**config.mk**
```make
export PLATFORM = sky130hd
export DESIGN_NAME = typed_reg_cell
export DESIGN_NICKNAME = d
export VERILOG_FILES = /design/src/rtl/treg_pkg.sv /design/src/rtl/treg_decode.sv /design/src/rtl/treg_store.sv /design/src/rtl/treg_resp.sv /design/src/rtl/typed_reg_cell.sv
export SDC_FILE = /design/constraint.sdc
export NUM_CORES = 1
export LEC_CHECK = 0
export BUFFER_PORTS_ARGS = -buffer_cell sky130_fd_sc_hd__buf_2
export CORE_MARGIN = 1
export CORE_UTILIZATION = 37
export CTS_BUF_LIST = sky130_fd_sc_hd__clkbuf_16
export CTS_CLUSTER_SIZE = 16
export DETAILED_ROUTE_END_ITERATION = 6
export GPL_TIMING_DRIVEN = 0
export PLACE_DENSITY = 0.72
export SLEW_MARGIN = 5
export SYNTH_ARGS = -nofsm -noshare
export SYNTH_HDL_FRONTEND = slang
export SYNTH_SLANG_ARGS = --single-unit
```
**constraint.sdc**
```tcl
create_clock -name clk -period 1 [get_ports clk]
set_clock_uncertainty 0.1 [all_clocks]
set_input_delay 0.2 -clock clk [delete_from_list [all_inputs] [get_ports clk]]
set_output_delay 0.2 -clock clk [all_outputs]
set_load 0.01 [all_outputs]
```
**src/rtl/treg_pkg.sv**
```systemverilog
package treg_pkg;
  typedef enum logic [2:0] {
    KIND_RO    = 3'd0,
    KIND_WO    = 3'd1,
    KIND_RW    = 3'd2,
    KIND_COR   = 3'd3,
    KIND_CONST = 3'd4
  } reg_kind_e;

  function automatic bit kind_readable(reg_kind_e k);
    return k != KIND_WO;
  endfunction

  function automatic bit kind_writable(reg_kind_e k);
    return (k == KIND_WO) || (k == KIND_RW);
  endfunction
endpackage

```
**src/rtl/treg_decode.sv**
```systemverilog
module treg_decode
  import treg_pkg::*;
#(
  parameter int                ADDR_W   = 4,
  parameter logic [ADDR_W-1:0] REG_ADDR = 4'hA,
  parameter reg_kind_e         KIND     = KIND_RW
) (
  input  logic [ADDR_W-1:0] addr,
  input  logic              wr_en,
  input  logic              rd_en,
  output logic              sel,
  output logic              rd_ok,
  output logic              wr_ok
);
  localparam bit READABLE = kind_readable(KIND);
  localparam bit WRITABLE = kind_writable(KIND);

  always_comb begin
    sel   = (addr == REG_ADDR);
    rd_ok = sel && rd_en && READABLE;
    wr_ok = sel && wr_en && WRITABLE;
  end
endmodule

```
**src/rtl/treg_store.sv**
```systemverilog
module treg_store
  import treg_pkg::*;
#(
  parameter int                DATA_W    = 8,
  parameter reg_kind_e         KIND      = KIND_RW,
  parameter logic [DATA_W-1:0] CONST_VAL = '0
) (
  input  logic              clk,
  input  logic              rst,
  input  logic              rd_ok,
  input  logic              wr_ok,
  input  logic [DATA_W-1:0] din,
  input  logic [DATA_W-1:0] reg_in_b,
  output logic [DATA_W-1:0] val_q,
  output logic [DATA_W-1:0] rd_data
);
  generate
    if (KIND == KIND_RO) begin : g_ro
      logic unused_ro;
      assign unused_ro = ^{din, wr_ok, rd_ok};
      always_ff @(posedge clk) begin
        if (rst) val_q <= '0;
        else     val_q <= reg_in_b;
      end
      assign rd_data = val_q;
    end else if (KIND == KIND_WO || KIND == KIND_RW) begin : g_bus
      logic unused_bus;
      assign unused_bus = ^{reg_in_b, rd_ok};
      always_ff @(posedge clk) begin
        if (rst)        val_q <= '0;
        else if (wr_ok) val_q <= din;
      end
      assign rd_data = val_q;

      AST_WRITE_LOADS: assert property (@(posedge clk) disable iff (rst)
        wr_ok |=> val_q == $past(din));
      AST_BUS_ONLY: assert property (@(posedge clk) disable iff (rst)
        !wr_ok |=> $stable(val_q));
    end else if (KIND == KIND_COR) begin : g_cor
      logic unused_cor;
      assign unused_cor = ^{din, wr_ok};
      always_ff @(posedge clk) begin
        if (rst)        val_q <= '0;
        else if (rd_ok) val_q <= '0;
        else            val_q <= val_q | reg_in_b;
      end
      assign rd_data = val_q | reg_in_b;

      AST_COR_CLEARS: assert property (@(posedge clk) disable iff (rst)
        rd_ok |=> val_q == '0);
      AST_COR_STICKY: assert property (@(posedge clk) disable iff (rst)
        !rd_ok |=> (val_q & $past(val_q)) == $past(val_q));
    end else begin : g_const
      logic unused_const;
      assign unused_const = ^{clk, rst, din, reg_in_b, wr_ok, rd_ok};
      assign val_q   = CONST_VAL;
      assign rd_data = CONST_VAL;
    end
  endgenerate
endmodule

```
**src/rtl/treg_resp.sv**
```systemverilog
module treg_resp #(
  parameter int DATA_W = 8
) (
  input  logic              clk,
  input  logic              rst,
  input  logic              rd_ok,
  input  logic              wr_ok,
  input  logic [DATA_W-1:0] rd_data,
  output logic [DATA_W-1:0] dout,
  output logic              dout_valid,
  output logic              din_ack
);
  always_ff @(posedge clk) begin
    if (rst) begin
      dout       <= '0;
      dout_valid <= 1'b0;
      din_ack    <= 1'b0;
    end else begin
      dout_valid <= rd_ok;
      din_ack    <= wr_ok;
      if (rd_ok) dout <= rd_data;
    end
  end

  AST_ONE_RESPONSE: assert property (@(posedge clk) disable iff (rst)
    !(dout_valid && din_ack));
endmodule

```
**src/rtl/typed_reg_cell.sv**
```systemverilog
module typed_reg_cell
  import treg_pkg::*;
#(
  parameter int                ADDR_W    = 4,
  parameter int                DATA_W    = 8,
  parameter logic [ADDR_W-1:0] REG_ADDR  = 4'hA,
  parameter reg_kind_e         KIND      = KIND_RW,
  parameter logic [DATA_W-1:0] CONST_VAL = '0
) (
  input  logic              clk,
  input  logic              rst,
  input  logic [ADDR_W-1:0] addr,
  input  logic              wr_en,
  input  logic              rd_en,
  input  logic [DATA_W-1:0] din,
  input  logic [DATA_W-1:0] reg_in_b,
  output logic [DATA_W-1:0] dout,
  output logic              din_ack,
  output logic              dout_valid,
  output logic              reg_chosen,
  output logic [DATA_W-1:0] reg_val
);
  localparam bit READABLE = kind_readable(KIND);
  localparam bit WRITABLE = kind_writable(KIND);

  logic              sel, rd_ok, wr_ok;
  logic [DATA_W-1:0] rd_data;

  treg_decode #(.ADDR_W(ADDR_W), .REG_ADDR(REG_ADDR), .KIND(KIND)) u_dec (
    .addr(addr), .wr_en(wr_en), .rd_en(rd_en),
    .sel(sel), .rd_ok(rd_ok), .wr_ok(wr_ok)
  );

  treg_store #(.DATA_W(DATA_W), .KIND(KIND), .CONST_VAL(CONST_VAL)) u_store (
    .clk(clk), .rst(rst), .rd_ok(rd_ok), .wr_ok(wr_ok),
    .din(din), .reg_in_b(reg_in_b), .val_q(reg_val), .rd_data(rd_data)
  );

  treg_resp #(.DATA_W(DATA_W)) u_resp (
    .clk(clk), .rst(rst), .rd_ok(rd_ok), .wr_ok(wr_ok), .rd_data(rd_data),
    .dout(dout), .dout_valid(dout_valid), .din_ack(din_ack)
  );

  assign reg_chosen = sel;

  AST_ACK_MATCHED: assert property (@(posedge clk) disable iff (rst)
    din_ack |-> $past(wr_en && addr == REG_ADDR));
  AST_VALID_MATCHED: assert property (@(posedge clk) disable iff (rst)
    dout_valid |-> $past(rd_en && addr == REG_ADDR));

  generate
    if (!WRITABLE) begin : g_no_wr
      AST_NO_WRITE_ACK: assert property (@(posedge clk) disable iff (rst)
        !din_ack);
    end
    if (!READABLE) begin : g_no_rd
      AST_NO_READ_VALID: assert property (@(posedge clk) disable iff (rst)
        !dout_valid);
    end
    if (KIND == KIND_CONST) begin : g_const_chk
      AST_CONST_HELD: assert property (@(posedge clk)
        reg_val == CONST_VAL);
    end
  endgenerate
endmodule

```
==> results of run 1 <==
power by group through the flow:
stage	sequential (uW)	clock, uW	combinational [uW]
2_1_floorplan	743	0	45.9
5_1_grt	727	839	118
3_3_place_gp	740	0	95.1
4_1_cts	726	802	107
6_report	727	806	110
3_5_place_dp	740	0	96.9
synthesized netlist by cell type, drive strengths merged:
cell type and n:
nand2b 16, dfxtp 18, and2b 1, buf 3, nand4b 8, nand2 1
and2 2, and4bb 1, o21ai 8, clkbuf 3, mux2i 8, nor2 1
through the flow:
stage	hold WS, ns	TNS [ns]
after CTS	0.109	-0.528
after floorplan	0.253	-0.725
after detailed placement	0.359	-3.79
after global placement	0.356	-3.30
after global routing	0.123	-0.705
final	0.110	-0.266
cell families after synthesis:
| family | Yosys count |
|---|---|
| mux | 8 |
| flops | 18 |
| buf+inv | 6 |
| compound gates | 8 |
| simple gates | 30 |
flip-flops by register name, summed over array words and instances, names as in the netlist:
| register | cells |
|---|---|
| u_resp.din_ack | 1 |
| u_resp.dout | 8 |
| u_resp.dout_valid | 1 |
| u_store.rd_data | 8 |
repair_timing:
item / CTS / global route
pin swaps: 1 / 1
gates cloned: 0 / 0
buffers inserted: 2 / 2
gates resized for setup: 14 / 23
hold buffers: 0 / 0
endpoints found under the setup margin: 9 / 34
path summary, 6_finish.rpt:
path                                endpoint                             from  slack [ns]  cells past startpoint
max                               reg_chosen                          addr[2]       -0.09                      4
min          u_store.rd_data[2]$_SDFFE_PP0P_                           din[2]        0.11                      3
max reg2reg  u_store.rd_data[0]$_SDFFE_PP0P_  u_store.rd_data[0]$_SDFFE_PP0P_        0.17                      3
min reg2reg      u_resp.dout[5]$_SDFFE_PP0P_      u_resp.dout[5]$_SDFFE_PP0P_        0.38                      2
worst reg2reg max path, delay by kind of cell, from the launching register on:
family	cells	cell delay, ns
flip-flops	1	0.33
AO/OA/AOI/OAI	1	0.16
buffers and inverters	1	0.10
AND/OR/NAND/NOR	1	0.06
routing by layer:
layer	vias to the layer above	part of all wire	track usage
li1	323	-	-
met1	310	0.41	0.201
met2	26	0.54	0.286
met3	4	0.037	0.0269
met4	0	0.017	0.0857
met5	-	0	0
cell type report:
type                       count  area [sq um]  area share
buffer                         4          22.5      0.0193
clock buffer                   3          75.1      0.0642
clock inverter                 1          3.75     0.00321
multi-input combinational     46           343       0.293
sequential                    18           380       0.325
tap                           25          31.3      0.0267
timing repair buffer          37           314       0.268
==> metrics.md, run 1 <==
| Metric | Value |
|---|---|
| Max VDD drop | approximately 0.84 mV |
| Global-route usage over all layers | 0.167 |
| Synth Area in Compound Gates | 0.0537 |
| Die ar. | roughly 2200 sq um |
| Simple-Gate Fraction of Synth Area | 0.295 |
| Slowest CP cell | and4bb_2 |
| Post-Synthesis Cells | 70 |
| Post-route DRC | 0 |
| Die X | roughly 47 um |
| Multiplexer area fraction after synthesis | 0.107 |
| Max Cap Violations | 0 |
| Clk_lat worst skew | about 0.25 ns |
| Most common cell on crit path | buf_6 |
| Final core occ | 0.649 |
| Reg clk slew, reported paths | 0.06 ns |
| Final period util | 1.09 |
| Num CTS Buffers | 3 |
| Design area | 1170 sq um |
| CTS HTree Levels | 1 |
| Netlist cell types | 14 |
| Routed vias/inst | 4.95 |
| Chip Height | 46.9 um |
| Top-Level Pins | 43 |
| Placed insts | 128 |
| CP Data Arrival Time | 0.79 ns |
| Share of the synthesized area in the top cell type | 0.483 |
| First-pass GRT wire length | 2530 um |
| Status | finished with violations |
| Final setup vio count | 9 |
| I/O Buffers | 33 |
| Clk sinks | 18 |
| Placed inst area | 942 sq um |
| Reg power frac | 0.442 |
| Worst path top cell family by delay | simple AND/OR/NAND/NOR gates |
| Vias in the first global route | between 500 and 600 |
| Sw frac | 0.197 |
| Drt total wl | ~1800 um |
| Top post-synthesis cells by area | dfxtp_1 (48%), nand2b_1 (13%), mux2i_1 (11%) |
| Clock Power Share | 0.491 |
| Post-DR wirelength/cell | around 13 um |
| N_diodes | 0 |
| Startpoint type of the worst setup path | input port |
| RSZ-0062 raised after global routing | yes |
| Iteration-0 DRC count of the detailed router | 6 |
| Initial Util | 0.414 |
| Sw Pwr | roughly 320 uW |
| ANT nets after route | 0 |
| Fmax | 920 MHz |
| Clock Tree Buf Depth | 2 |
| Clock root buffer | clkbuf_16 |
| Cell Pwr Density | 1400 nW/um^2 |
| Post-Synth XOR/XNOR Area | 0 |
| Internal | approximately 1300 uW |
| Row cnt | 15 |
| Area of the core | 1800 sq um |
| CTS tree | done |
| Pre-CTS setup slack | -0.249 ns |
| Gate power share | 0.067 |
| Syn_area_per_cell | 10.7 sq um |
| Adder-Cell Fraction of Synth Area | 0 |
| Share of layout cells above drive strength 1 | 0.560 |
| Relative slew margins | 0.753 |
| Minimum clock period after layout | between 1 and 1.5 ns |
| Total power | 1640 uW |
| Pin count of the biggest net entering global routing | 11 |
| Sequential cell area fraction in the yosys report | 0.483 |
| Slew at the pin closest to its max-slew limit | 0.370 ns |
| Synthesized area | 746 sq um |
| Lkg Pwr | 0.000511 uW |
| Cell taking the most area after synthesis | dfxtp_1 |
| Worst Hold Class | input port to flip-flop |
| Yosys Warn Count | 0 |
| DR pass1 iterations | 4 |
| Initial antenna violation count | 0 |
| Largest family of logic cells by synthesized area | simple AND/OR/NAND/NOR gates |
| Max-slew violations | 0 |
| WS Path Type | input port to primary output |
| FILL cells | 154 |
| Grt ovf | 0 |
| Non-Filler Instances | 134 |
| Most frequent cells in the layout | buf_6 (20), nand2b_1 (16), dfxtp_2 (16) |
| Commonest non-fill, non-tap cell in the layout | buf_6 |
| Worst EP required | 0.70 ns |
| Post-layout nets | 134 |
| CP bufs+invs | 3 |
| Syn Nets | 94 |
| Final Hold Fails | 0 |
| Worst setup EP type | primary output |
| Final worst slack | -0.0875 ns |
| Area grow syn2layout | 56.9% |
| Yosys reg bits | 18 |
| Vias | 663 |
| Final GP Congestion | about 0.75 |
| Failing checks | negative setup slack |
| Detailed placer's ending HPWL | 1160 um |
| Crit-path cells | buf_6, and4bb_2, buf_6, buf_6 |
| CP peak stage delay | 0.31 ns |
| Worst-path fanout max | 2 |
Note: power is estimated with default switching activity, not from simulation.
==> run 2, diff against run 1 <==
--- a/config.mk
+++ b/config.mk
@@ -12,7 +12,7 @@
 export CTS_CLUSTER_SIZE = 16
 export DETAILED_ROUTE_END_ITERATION = 6
 export GPL_TIMING_DRIVEN = 0
-export PLACE_DENSITY = 0.72
+export PLACE_DENSITY_LB_ADDON = 0.08
 export SLEW_MARGIN = 5
 export SYNTH_ARGS = -nofsm -noshare
 export SYNTH_HDL_FRONTEND = slang
==> run 2 against run 1 <==
The run still ends with negative setup slack left; maximum frequency up 0.17%; clock power down 2%; design area up 0.75%; sequential power about the same; highest routed layer unchanged; largest cell class unchanged; global-route usage up 0.36 points; utilization up 0.49 points.
==> metrics.md, run 2 (synthesis gave the netlist of run 1 again) <==
| Metric | Value |
|---|---|
| Lkg Pwr | 0.000513 uW (+0.31%) |
| Worst EP required | 0.70 ns (about the same) |
| Failing checks | negative setup slack |
| Worst-path fanout max | 2 (unchanged) |
| Die X | 46.9 um (unchanged) |
| FF+latch area | 383 sq um (+0.66%) |
| ANT nets after route | 0 (unchanged) |
| Fmax | 921 MHz (+0.17%) |
| Total power | 1630 uW (-1.0%) |
| I/O Buffers | 33 (unchanged) |
| N_diodes | 0 (unchanged) |
| Area of the core | 1800 sq um (unchanged) |
| Startpoint type of the worst setup path | input port |
| Slew at the pin closest to its max-slew limit | 0.377 ns (+0.00693 ns) |
| CP Data Arrival Time | 0.79 ns (about the same) |
| Clk sinks | 18 (unchanged) |
| DR pass1 iterations | 3 (-1) |
| Global-route usage over all layers | 0.171 (+0.00356) |
| Multi-input combinational cell area | 343 sq um (unchanged) |
| Minimum clock period after layout | 1.09 ns (-0.00183 ns) |
| Post-route DRC | 0 (unchanged) |
| Commonest non-fill, non-tap cell in the layout | buf_6 |
| RSZ-0062 raised after global routing | yes |
| CTS tree | done |
| Detailed placer's ending HPWL | 1170 um (+0.73%) |
| FILL cells | 160 (+3.9%) |
| Cell Pwr Density | 1380 nW/um^2 (-1.7%) |
| Initial antenna violation count | 0 (unchanged) |
| CTS HTree Levels | 1 (unchanged) |
| Pin count of the biggest net entering global routing | 11 (unchanged) |
| Reg clk slew, reported paths | 0.05 ns (about the same) |
| Chip Height | 46.9 um (unchanged) |
| Non-Filler Instances | 134 (unchanged) |
| Area grow syn2layout | 58.1% |
| Hold slack | 0.115 ns (+0.00514 ns) |
| Final worst slack | -0.0856 ns (+0.00183 ns) |
| Initial Util | 0.414 (unchanged) |
| Post-DR wirelength/cell | 12.7 um (-6.0%) |
| Die ar. | 2200 sq um (unchanged) |
| Row cnt | 15 (unchanged) |
| Placed insts | 128 (unchanged) |
| Worst Hold Class | input port to flip-flop |
| Max-slew violations | 0 (unchanged) |
| Final period util | 1.09 (-0.00183) |
| Max VDD drop | 1.35 mV (+62%) |
| Share of layout cells above drive strength 1 | 0.578 (+0.0183) |
| Final core occ | 0.654 (+0.00486) |
| Most frequent cells in the layout | buf_6 (21), dfxtp_2 (18), nand2b_1 (16) |
| Post-layout nets | 134 (unchanged) |
| Top-Level Pins | 43 (unchanged) |
| Vias | 639 (-3.6%) |
| Num CTS Buffers | 3 (unchanged) |
| Final Hold Fails | 0 (unchanged) |
| First-pass GRT wire length | 2560 um (+1.3%) |
| Max Cap Violations | 0 (unchanged) |
| Vias in the first global route | 552 (-6.8%) |
| Grt ovf | 0 (unchanged) |
| Clk_lat worst skew | 0.25 ns (about the same) |
| Worst setup EP type | primary output |
| WS Path Type | input port to primary output |
| Final setup vio count | 9 (unchanged) |
| Routed vias/inst | 4.77 (-3.6%) |
| Hold_buf cts | 0 (unchanged) |
| Final GP Congestion | 0.695 (-7.8%) |
| Clock Tree Buf Depth | 2 (unchanged) |
| Clock root buffer | clkbuf_16 |
| Relative slew margins | 0.749 (-0.00462) |
| Drt total wl | 1700 um (-6.0%) |
| Status | finished with violations |
| Iteration-0 DRC count of the detailed router | 10 (+4) |
[run 2: cell counts in the layout (fill, tap and decap cells not counted)]
Identical to the previous run, type by type.
[run 2: area by class of cell]
cell class | count | area share
multi-input cells | 46 | 0.291
clock inverters | 1 | 0.00318
clock buffers | 3 | 0.0637
flip-flops and latches | 18 | 0.325
plain buffers | 4 | 0.0191
well taps | 25 | 0.0265
repair buffers | 37 | 0.272
[run 2: final timing paths]
check	depth (start not counted)	from	slack, ns	to
min reg2reg	2	u_resp.dout[1]$_SDFFE_PP0P_	0.38	u_resp.dout[1]$_SDFFE_PP0P_
min	3	din[0]	0.11	u_store.rd_data[0]$_SDFFE_PP0P_
max reg2reg	3	u_store.rd_data[2]$_SDFFE_PP0P_	0.18	u_store.rd_data[2]$_SDFFE_PP0P_
max	4	addr[0]	-0.09	reg_chosen
[run 2: per-layer routing]
metal | vias up | GRT usage | wire length, um
met4 | 0 | 0.0686 | 10
met2 | 19 | 0.281 | 880
met1 | 301 | 0.202 | 736
met5 | - | 0 | 0
met3 | 2 | 0.0615 | 71
li1 | 317 | - | -
[run 2: what timing repair did]
| action | CTS | global route |
|---|---|---|
| resized for setup | 14 | 26 |
| setup endpoints to repair | 14 | 37 |
| pin swaps | 1 | 0 |
| hold endpoints to repair | 0 | 0 |
| buffers inserted | 2 | 2 |
[run 2: where the power goes]
group | internal (uW) | leakage (uW) | switching (uW) | total [uW]
clock network | 531 | 0.0000385 | 258 | 789
registers | 724 | 0.000154 | 3.17 | 727
logic | 63.7 | 0.000320 | 46.0 | 110
total | 1320 | 0.000513 | 308 | 1630
[run 2: through the flow]
stage,setup slack (ns),TNS [ns],instance area [sq um]
after floorplan,-0.0715,-0.725,746
final,-0.0856,-0.187,1180
after global placement,-0.219,-3.43,942
after global routing,-0.106,-0.563,1180
after CTS,-0.0868,-0.237,1060
after detailed placement,-0.269,-4.07,942
[run 2: critical path: stages]
cell	delay, ns
buf_6	0.09
and4bb_2	0.31
buf_6	0.10
buf_6	0.09
